==> src/rtl/ecsr_pkg.sv <==
package ecsr_pkg;
  localparam logic [7:0] ADR_FLUSH  = 8'h4E;
  localparam logic [7:0] ADR_SYSCTL = 8'h4F;
  localparam logic [7:0] ADR_RXCNT0 = 8'hC9;
  localparam logic [3:0] STBY_KEY   = 4'hA;
  localparam int         SOFT_BIT   = 0;

  typedef enum logic [1:0] {
    CMD_NONE   = 2'd0,
    CMD_FLUSH  = 2'd1,
    CMD_SYSCTL = 2'd2
  } cmd_e;
endpackage

==> src/rtl/ecsr_strobe_sync.sv <==
module ecsr_strobe_sync #(
  parameter int STAGES = 2
) (
  input  logic clk,
  input  logic rst,
  input  logic strb_in,
  output logic level,
  output logic rise
);
  localparam int LEN = STAGES + 1;

  logic [LEN-1:0] chain;

  always_ff @(posedge clk) begin
    if (rst) chain <= '0;
    else     chain <= {chain[LEN-2:0], strb_in};
  end

  assign level = chain[STAGES-1];
  assign rise  = chain[STAGES-1] & ~chain[STAGES];

  AST_RISE_SINGLE: assert property (@(posedge clk) disable iff (rst)
    rise |=> !rise);
endmodule

==> src/rtl/ecsr_cmd_decode.sv <==
module ecsr_cmd_decode
  import ecsr_pkg::*;
#(
  parameter int ADDR_W    = 8,
  parameter int DATA_W    = 8,
  parameter int NUM_TX_EP = 3,
  parameter int TX_FIRST  = 1
) (
  input  logic                 clk,
  input  logic                 rst,
  input  logic                 wr_rise,
  input  logic [ADDR_W-1:0]    addr,
  input  logic [DATA_W-1:0]    wdata,
  input  logic [NUM_TX_EP-1:0] tx_mode,
  output logic [NUM_TX_EP-1:0] flush_q,
  output logic                 soft_q,
  output logic                 standby_q
);
  localparam int KEY_LSB = DATA_W - 4;

  cmd_e cmd;
  logic key_ok;

  always_comb begin
    cmd = CMD_NONE;
    if (wr_rise) begin
      if (addr == ADDR_W'(ADR_FLUSH))       cmd = CMD_FLUSH;
      else if (addr == ADDR_W'(ADR_SYSCTL)) cmd = CMD_SYSCTL;
    end
  end

  assign key_ok = (wdata[DATA_W-1:KEY_LSB] == STBY_KEY) && !wdata[SOFT_BIT];

  for (genvar i = 0; i < NUM_TX_EP; i++) begin : g_flush
    always_ff @(posedge clk) begin
      if (rst) flush_q[i] <= 1'b0;
      else     flush_q[i] <= (cmd == CMD_FLUSH) && wdata[TX_FIRST+i] && tx_mode[i];
    end

    AST_FLUSH_ONE_CYCLE: assert property (@(posedge clk) disable iff (rst)
      flush_q[i] |=> !flush_q[i]);
  end

  always_ff @(posedge clk) begin
    if (rst) soft_q <= 1'b0;
    else     soft_q <= (cmd == CMD_SYSCTL) && wdata[SOFT_BIT];
  end

  always_ff @(posedge clk) begin
    if (rst)                              standby_q <= 1'b0;
    else if ((cmd == CMD_SYSCTL) && key_ok) standby_q <= 1'b1;
  end

  AST_SOFT_ONE_CYCLE: assert property (@(posedge clk) disable iff (rst)
    soft_q |=> !soft_q);
  AST_SOFT_NOT_FLUSH: assert property (@(posedge clk) disable iff (rst)
    soft_q |-> (flush_q == '0));
  AST_STANDBY_STICKY: assert property (@(posedge clk) disable iff (rst)
    standby_q |=> standby_q);
  AST_STANDBY_NO_SOFT: assert property (@(posedge clk) disable iff (rst)
    $rose(standby_q) |-> !soft_q);
endmodule

==> src/rtl/ecsr_rd_mux.sv <==
module ecsr_rd_mux
  import ecsr_pkg::*;
#(
  parameter int ADDR_W    = 8,
  parameter int DATA_W    = 8,
  parameter int NUM_RX_EP = 3,
  parameter int CNT_W     = 7
) (
  input  logic                       clk,
  input  logic                       rst,
  input  logic                       rd_level,
  input  logic [ADDR_W-1:0]          addr,
  input  logic [NUM_RX_EP*CNT_W-1:0] rx_cnt,
  output logic [DATA_W-1:0]          rdata_q
);
  localparam int PAD_W = DATA_W - CNT_W;

  logic [NUM_RX_EP-1:0] hit;
  logic [DATA_W-1:0]    nxt;

  for (genvar i = 0; i < NUM_RX_EP; i++) begin : g_hit
    assign hit[i] = (addr == ADDR_W'(ADR_RXCNT0) + ADDR_W'(i));
  end

  always_comb begin
    nxt = '0;
    for (int i = 0; i < NUM_RX_EP; i++) begin
      nxt = nxt | ({{PAD_W{1'b0}}, rx_cnt[i*CNT_W +: CNT_W]} & {DATA_W{hit[i]}});
    end
  end

  always_ff @(posedge clk) begin
    if (rst)           rdata_q <= '0;
    else if (rd_level) rdata_q <= nxt;
    else               rdata_q <= '0;
  end

  AST_RD_ONE_SOURCE: assert property (@(posedge clk) disable iff (rst)
    $onehot0(hit));
endmodule

==> src/rtl/ecsr_fifo_gate.sv <==
module ecsr_fifo_gate (
  input  logic clk,
  input  logic rst,
  input  logic standby,
  input  logic rd_req,
  input  logic wr_req,
  output logic rd_gnt,
  output logic wr_gnt
);
  always_ff @(posedge clk) begin
    if (rst) begin
      rd_gnt <= 1'b0;
      wr_gnt <= 1'b0;
    end else begin
      rd_gnt <= rd_req && !standby;
      wr_gnt <= wr_req && !standby;
    end
  end
endmodule

==> src/rtl/ep_ctrl_standby_regs.sv <==
module ep_ctrl_standby_regs #(
  parameter int ADDR_W      = 8,
  parameter int DATA_W      = 8,
  parameter int NUM_TX_EP   = 3,
  parameter int TX_FIRST    = 1,
  parameter int NUM_RX_EP   = 3,
  parameter int CNT_W       = 7,
  parameter int SYNC_STAGES = 2
) (
  input  logic                       clk,
  input  logic                       rst,
  input  logic [ADDR_W-1:0]          bus_addr,
  input  logic [DATA_W-1:0]          bus_wdata,
  input  logic                       bus_wr,
  input  logic                       bus_rd,
  output logic [DATA_W-1:0]          bus_rdata,
  input  logic [NUM_TX_EP-1:0]       ep_tx_mode,
  input  logic [NUM_RX_EP*CNT_W-1:0] rx_byte_cnt,
  input  logic                       fifo_rd_req,
  input  logic                       fifo_wr_req,
  output logic                       fifo_rd_gnt,
  output logic                       fifo_wr_gnt,
  output logic [NUM_TX_EP-1:0]       flush_pulse,
  output logic                       soft_rst_pulse,
  output logic                       standby,
  output logic                       osc_enable
);
  logic wr_level, wr_rise;
  logic rd_level, rd_rise;

  ecsr_strobe_sync #(.STAGES(SYNC_STAGES)) u_wr_sync (
    .clk(clk), .rst(rst), .strb_in(bus_wr), .level(wr_level), .rise(wr_rise));

  ecsr_strobe_sync #(.STAGES(SYNC_STAGES)) u_rd_sync (
    .clk(clk), .rst(rst), .strb_in(bus_rd), .level(rd_level), .rise(rd_rise));

  ecsr_cmd_decode #(
    .ADDR_W(ADDR_W), .DATA_W(DATA_W), .NUM_TX_EP(NUM_TX_EP), .TX_FIRST(TX_FIRST)
  ) u_cmd (
    .clk(clk), .rst(rst), .wr_rise(wr_rise), .addr(bus_addr), .wdata(bus_wdata),
    .tx_mode(ep_tx_mode), .flush_q(flush_pulse), .soft_q(soft_rst_pulse),
    .standby_q(standby));

  ecsr_rd_mux #(
    .ADDR_W(ADDR_W), .DATA_W(DATA_W), .NUM_RX_EP(NUM_RX_EP), .CNT_W(CNT_W)
  ) u_rd (
    .clk(clk), .rst(rst), .rd_level(rd_level), .addr(bus_addr),
    .rx_cnt(rx_byte_cnt), .rdata_q(bus_rdata));

  ecsr_fifo_gate u_gate (
    .clk(clk), .rst(rst), .standby(standby), .rd_req(fifo_rd_req),
    .wr_req(fifo_wr_req), .rd_gnt(fifo_rd_gnt), .wr_gnt(fifo_wr_gnt));

  assign osc_enable = ~standby;

  AST_FIFO_BLOCKED: assert property (@(posedge clk) disable iff (rst)
    standby |=> !(fifo_rd_gnt || fifo_wr_gnt));
  AST_RD_WR_APART: assert property (@(posedge clk) disable iff (rst)
    (wr_level && rd_rise) |-> (flush_pulse == '0 || !rd_level));
  AST_OSC_STOPS: assert property (@(posedge clk) disable iff (rst)
    $rose(standby) |-> !osc_enable);
endmodule

==> config.mk <==
export PLATFORM = sky130hd
export DESIGN_NAME = ep_ctrl_standby_regs
export DESIGN_NICKNAME = d
export VERILOG_FILES = /design/src/rtl/ecsr_pkg.sv /design/src/rtl/ecsr_strobe_sync.sv /design/src/rtl/ecsr_cmd_decode.sv /design/src/rtl/ecsr_rd_mux.sv /design/src/rtl/ecsr_fifo_gate.sv /design/src/rtl/ep_ctrl_standby_regs.sv
export SDC_FILE = /design/constraint.sdc
export NUM_CORES = 1
export LEC_CHECK = 0
export ABC_AREA = 1
export BUFFER_PORTS_ARGS = -buffer_cell sky130_fd_sc_hd__clkbuf_2
export CORE_MARGIN = 2
export CORE_UTILIZATION = 40
export DETAILED_ROUTE_END_ITERATION = 6
export PLACE_DENSITY = 0.79
export SYNTH_ARGS = -nofsm -noshare
export SYNTH_HDL_FRONTEND = slang
export SYNTH_SLANG_ARGS = --single-unit
==> constraint.sdc <==
create_clock -name clk -period 2 [get_ports clk]
set_clock_uncertainty 0.2 [all_clocks]
set_input_delay 0.6 -clock clk [delete_from_list [all_inputs] [get_ports clk]]
set_output_delay 0.6 -clock clk [all_outputs]
set_load 0.005 [all_outputs]
==> results of run 1 <==
==> sequential cells by signal, summed over array words and instances, names as in the netlist <==
name / count
u_rd.rdata_q: 7
u_cmd.flush_q: 3
u_cmd.standby_q: 1
u_wr_sync.chain: 3
u_rd_sync.chain: 2
u_gate.wr_gnt: 1
u_gate.rd_gnt: 1
u_cmd.soft_q: 1
==> path summary, 6_finish.rpt <==
path / start / cells after the start / end / slack, ns
worst max register to register: u_wr_sync.chain[2] / 5 / u_cmd.flush_q[1] / 0.79
worst min-delay path: u_rd_sync.chain[0] / 2 / u_rd_sync.chain[1] / 0.21
worst max-delay path: u_cmd.standby_q / 2 / osc_enable / 0.37
worst min register to register: u_rd_sync.chain[0] / 2 / u_rd_sync.chain[1] / 0.21
==> layer usage <==
| metal | track usage (%) | wire (microns) | vias to the layer above |
|---|---|---|---|
| met5 | 0 | 0 | - |
| met4 | 8.108 | 17 | 0 |
| met3 | 4.464 | 209 | 2 |
| met2 | 30.04 | 867 | 52 |
| met1 | 19.07 | 855 | 387 |
| li1 | - | - | 484 |
==> worst min-delay path, delay by kind of cell, from the launching register on <==
kind                   cells  cell delay, ns
AND/OR/NAND/NOR            1            0.03
buffers and inverters      1            0.04
flip-flops                 1            0.31
==> cell type report <==
class                      instances  area, sq um  share of cell area [%]
clock buffer                       4        26.28                   2.194
inverter                          20        75.07                   6.270
multi-input combinational         74        381.6                   31.87
tap                               27        33.78                   2.821
sequential                        19        380.4                   31.77
timing repair buffer              60        300.3                   25.08
==> per-stage QoR <==
stage / hold WS [ns] / std cells / worst slack [ns] / area [sq um]
2_1_floorplan: 0.1883 / 117 / 0.5590 / 874.6
3_3_place_gp: 0.1889 / 200 / 0.3084 / 1171
3_5_place_dp: 0.1953 / 200 / 0.2394 / 1171
4_1_cts: 0.2041 / 204 / 0.3559 / 1197
5_1_grt: 0.2397 / 204 / 0.2959 / 1197
6_report: 0.2089 / 204 / 0.3686 / 1197
==> cells by family after synthesis <==
family / count (synthesis) / synth area share (%)
buf+inv: 24 / 12.87
simple gates: 73 / 43.20
flops: 19 / 43.49
other cells: 1 / 0.4288
==> cells in the mapped netlist <==
master / instances / area, sq um
and3_1: 1 / 6.260
inv_2: 1 / 3.750
buf_6: 2 / 22.52
nand4_1: 1 / 6.260
nand2_2: 2 / 12.51
conb_1: 1 / 3.750
nor2_8: 1 / 20.02
nand2_1: 15 / 56.30
nor2_4: 4 / 45.04
dfxtp_1: 19 / 380.4
nand3b_1: 1 / 7.510
nor2_1: 13 / 48.80
buf_4: 2 / 15.01
nor3_1: 1 / 5.000
nand3_1: 34 / 170.2
inv_1: 19 / 71.32
==> where the power goes <==
group          internal [mW]  switching, mW  total (mW)
clock                 0.0775          0.113       0.190
combinational         0.0430         0.0439      0.0869
sequential             0.385        0.00169       0.386
total                  0.505          0.158       0.663
==> results.json, run 1 <==
{
  "run_status": "finished, final reports clean",
  "ctsHoldBuffers": 0,
  "avgViaCountPerCell": 4.534,
  "grtUsageTotal_pct": 17.11,
  "power_density_mw_per_mm2": 554.0,
  "overflow": 0,
  "drcViolationCount": 0,
  "worstPathCellList": "inv_1 -> clkbuf_2",
  "first_iter_violations": 11,
  "final_common_cell": "clkbuf_2",
  "firstDrtPassIters": 4,
  "nFillCells": 197,
  "power_leakage_nw": 0.6900,
  "area.growth.synth_to_final_pct": 36.91,
  "rsz0062_at_grt": "no",
  "critPathCaptureType": "output pin",
  "cts_tree": "built",
  "clk_pin_slew_ns": 0.10,
  "crit_slowest_cell": "dfxtp_1",
  "crit_type": "flop to output pin",
  "finalCriticalPeriod_ns": 1.631,
  "grt_pass1_vias": 855,
  "layout-drive-gt1-share_pct": 40.11,
  "critical_path.top_delay_family": "flip-flops",
  "cp.required_ns": 1.20,
  "slew_viol_final": 0,
  "synth_area_sq_um": 874.6,
  "hold_viol": 0,
  "die_width_microns": 50.76,
  "cts_buffer_depth": 2,
  "fin_util_pct": 59.22,
  "cts_root_buf": "clkbuf_4",
  "grt_max_degree": 22,
  "power.total_mw": 0.6634,
  "hpwlAfterDp_microns": 1590,
  "fin_setup_tns_ns": 0,
  "arrival_ns": 0.83,
  "finalCritPeriodShare_pct": 81.57,
  "critPathMaxFanout": 3,
  "gp_congestion": 0.6748,
  "synth_fp_nets": 163,
  "finalSetupViolations": 0,
  "vias": 925,
  "grt_pass1_wl_microns": 3325,
  "cts_setup_buffers": 0,
  "critPathBufInv": 2,
  "timing.critical_path.slowest_cell_delay_ns": 0.36,
  "post_cts_resized": 0,
  "cts_num_sinks": 19,
  "fmax_mhz": 613.0,
  "synth.avg_cell_area_sq_um": 7.475,
  "core-area_sq_mm": 0.002022,
  "port_buffers": 60,
  "grt_antenna_before_repair": 0,
  "dieArea_sq_mm": 0.002577,
  "drt.antenna.violating_nets": 0,
  "final_nets": 224,
  "max_cap_viol_count": 0,
  "cts_made_buffers": 3,
  "ys_ff_latch": 19,
  "post_drt_wl_per_cell_microns": 9.554,
  "wl_microns": 1949,
  "ys_warn_count": 0,
  "min_path_type": "flop to flop",
  "initial_core_util_pct": 43.25,
  "most-common-layout-cells": "60 x clkbuf_2, 34 x nand3_1, 19 x inv_1, 19 x dfxtp_1, 15 x nand2_1",
  "synth_seq_area_share_pct": 43.49,
  "h-tree-depth": 1,
  "placementRows": 16,
  "fp.dieH_microns": 50.76,
  "num_io_pins": 62,
  "synthCells": 117,
  "vdd_drop_max_uv": 449.0,
  "ys_types": 16,
  "setup.worst_path.start_class": "flop",
  "clock_latency_ns": 0.29,
  "diodes": 0
}
Note: power is estimated with default switching activity, not from simulation.
==> inputs of run 2 (changes only) <==
--- a/config.mk
+++ b/config.mk
@@ -5,12 +5,12 @@
 export SDC_FILE = /design/constraint.sdc
 export NUM_CORES = 1
 export LEC_CHECK = 0
-export ABC_AREA = 1
+export ABC_AREA = 0
 export BUFFER_PORTS_ARGS = -buffer_cell sky130_fd_sc_hd__clkbuf_2
 export CORE_MARGIN = 2
-export CORE_UTILIZATION = 40
+export CORE_UTILIZATION = 34
 export DETAILED_ROUTE_END_ITERATION = 6
-export PLACE_DENSITY = 0.79
+export PLACE_DENSITY = 0.74
 export SYNTH_ARGS = -nofsm -noshare
 export SYNTH_HDL_FRONTEND = slang
 export SYNTH_SLANG_ARGS = --single-unit
==> constraint.sdc (replaced) <==
create_clock -name clk -period 1.5 [get_ports clk]
set_clock_uncertainty 0.2 [all_clocks]
set_input_delay 0.45 -clock clk [delete_from_list [all_inputs] [get_ports clk]]
set_output_delay 0.45 -clock clk [all_outputs]
set_load 0.005 [all_outputs]
==> run 2 against run 1 <==
Compared with the run above: hold slack worse by 0.053 ns; via count fell by 22%; global-route usage decreased by 2.4 points; non-clock buffer count grew 3; final area down 5.9%; highest routed layer unchanged; combinational power rose by 50%; total power increased by 34%; wire length decreased by 10%; worst setup slack got worse by 0.31 ns; critical path depth did not move; utilization is 7.3 points lower; clock power increased by 28%.
==> results.json, run 2 <==
{
  "setup.worst_path.start_class": "flop",
  "synth.avg_cell_area_sq_um": 10.64,
  "first_iter_violations": 6,
  "synth_top_cell_by_area": "dfxtp_1",
  "vdd_drop_max_uv": 455.7,
  "async_flop_share_pct": 0,
  "wl_microns": 1755,
  "critPathCaptureType": "output pin",
  "largest_reg_flops": 7,
  "cp.required_ns": 0.85,
  "power_density_mw_per_mm2": 788.0,
  "cts_num_sinks": 19,
  "core-area_sq_mm": 0.002170,
  "grt_pass1_wl_microns": 2918,
  "synth_seq_area_share_pct": 49.67,
  "fmax_mhz": 693.0,
  "synthFlopType": "dfxtp_1",
  "fp.dieH_microns": 51.46,
  "cts_root_buf": "clkbuf_4",
  "regMostFlops": "u_rd.rdata_q",
  "ys_ff_latch": 19,
  "rsz0062_at_grt": "no",
  "cts_tree": "built",
  "power_leakage_nw": 0.5706,
  "avgViaCountPerCell": 4.448,
  "gp_congestion": 0.7348,
  "port_buffers": 60,
  "cts_buffer_depth": 2,
  "finalCriticalPeriod_ns": 1.443,
  "vias": 725,
  "yosys-top-cells-count": "19 x dfxtp_1, 11 x nor2_1, 7 x a22oi_1, 7 x mux2_2, 5 x and2b_2",
  "grt_pass1_vias": 733,
  "crit_type": "flop to output pin",
  "cts_setup_buffers": 0,
  "cts_made_buffers": 3,
  "largestRegisters": "u_rd.rdata_q: 7 flops, u_cmd.flush_q: 3 flops, u_wr_sync.chain: 3 flops",
  "final_common_cell": "clkbuf_2",
  "power.total_mw": 0.8883,
  "slew_viol_final": 0,
  "synth_fp_nets": 118,
  "h-tree-depth": 1,
  "drt.antenna.violating_nets": 0,
  "arrival_ns": 0.79,
  "hold_viol": 0,
  "diodes": 0,
  "placementRows": 17,
  "ys_warn_count": 0,
  "synth.most_common_cell": "dfxtp_1",
  "layout-drive-gt1-share_pct": 61.48,
  "most-common-layout-cells": "60 x clkbuf_2, 18 x dfxtp_1, 11 x nor2_1",
  "synth_top_area_share_pct": 49.67,
  "finalCritPeriodShare_pct": 96.21,
  "grt_max_degree": 11,
  "synthCells": 72,
  "synth_area_sq_um": 765.7,
  "die_width_microns": 51.46,
  "initial_core_util_pct": 35.29,
  "ys_types": 20,
  "synth.area.top_cells": "dfxtp_1 50%, mux2_2 10%, a22oi_1 6.9%, and2b_2 5.7%, nor2_1 5.4%",
  "post_drt_wl_per_cell_microns": 10.77,
  "dieArea_sq_mm": 0.002648,
  "reg2reg_slack_ns": 0.32,
  "min_path_type": "input pin to flop",
  "clk_pin_slew_ns": 0.10,
  "area.growth.synth_to_final_pct": 47.22,
  "synth_edf_count": 0,
  "run_status": "finished, final reports clean",
  "firstDrtPassIters": 5,
  "fin_util_pct": 51.96,
  "num_io_pins": 62,
  "finalSetupViolations": 0,
  "max_cap_viol_count": 0,
  "overflow": 0,
  "drcViolationCount": 0,
  "clock_latency_ns": 0.28,
  "grt_antenna_before_repair": 0,
  "final_nets": 182,
  "nFillCells": 208,
  "grtUsageTotal_pct": 14.73,
  "hpwlAfterDp_microns": 1500,
  "critPathMaxFanout": 4
}
run 2: cell types whose count changed after synthesis, sizes merged, moves of 2 or more:
cell   delta
nor2b     +2
a22oi     +7
nand2    -13
mux2      +7
nand3    -34
nor3b     +2
and2b     +5
nor4b     +2
nand4     +2
inv      -18
nor2      -7
run 2: worst max-delay path: stages (launching register included):
cell      delay (ns)
dfxtp_2         0.37
inv_2           0.04
clkbuf_2        0.10
run 2: repair_timing:
action / in CTS / in global routing
gates resized for setup: 1 / 1
endpoints found under the setup margin: 1 / 1
hold buffers: 0 / 0
run 2: cell families (layout without fill, tap and decap cells):
family / count (synthesis) / count (layout) / synth area share, %
flip-flops: 19 / 19 / 49.67
AND/OR/NAND/NOR: 31 / 31 / 27.78
multiplexers: 7 / 7 / 10.29
other: 1 / 1 / 0.4897
AO/OA/AOI/OAI: 8 / 8 / 7.680
buffers and inverters: 6 / 69 / 4.084
run 2: power breakdown:
part / internal (mW) / switching (mW)
Sequential: 0.513 / 0.00286
Combinational: 0.0823 / 0.0478
Clock: 0.103 / 0.139
Total: 0.698 / 0.190
run 2: final cells by class:
cell class	count	area (sq um)	share of cell area [%]
Clock buffer	4	26.28	2.331
Sequential cell	19	381.6	33.85
Inverter	2	7.507	0.6659
Timing Repair Buffer	63	322.8	28.63
Multi-Input combinational cell	47	354.1	31.41
Tap cell	28	35.03	3.108
run 2: routing by layer:
metal  part of all wire, %  up-vias  track usage, %  routed length, microns
met5                     0        -               0                       0
met2                    52       29           26.28                     915
met3                   7.7        2           3.216                     135
li1                      -      374               -                       -
met4                   1.6        0           7.895                      28
met1                    39      320           16.01                     676
run 2: final timing paths:
path | startpoint | end | cells past startpoint
min reg2reg | u_rd_sync.chain[0] | u_rd_sync.chain[1] | 1
max | u_cmd.standby_q | osc_enable | 2
min | bus_wdata[3] | u_cmd.flush_q[2] | 3
max reg2reg | u_wr_sync.chain[2] | u_cmd.standby_q | 3
run 2: metrics by stage:
| step | cells | worst slack, ns | hold WS, ns | instance area (sq um) | setup TNS (ns) |
|---|---|---|---|---|---|
| after floorplan | 72 | 0.07653 | 0.2281 | 765.7 | 0 |
| after global placement | 159 | -0.08476 | 0.2386 | 1100 | -0.7881 |
| after detailed placement | 159 | -0.1140 | 0.2404 | 1100 | -0.8873 |
| after CTS | 163 | 0.03225 | 0.1511 | 1127 | 0 |
| after global routing | 163 | 0.005528 | 0.1520 | 1127 | 0 |
| final | 163 | 0.05691 | 0.1561 | 1127 | 0 |
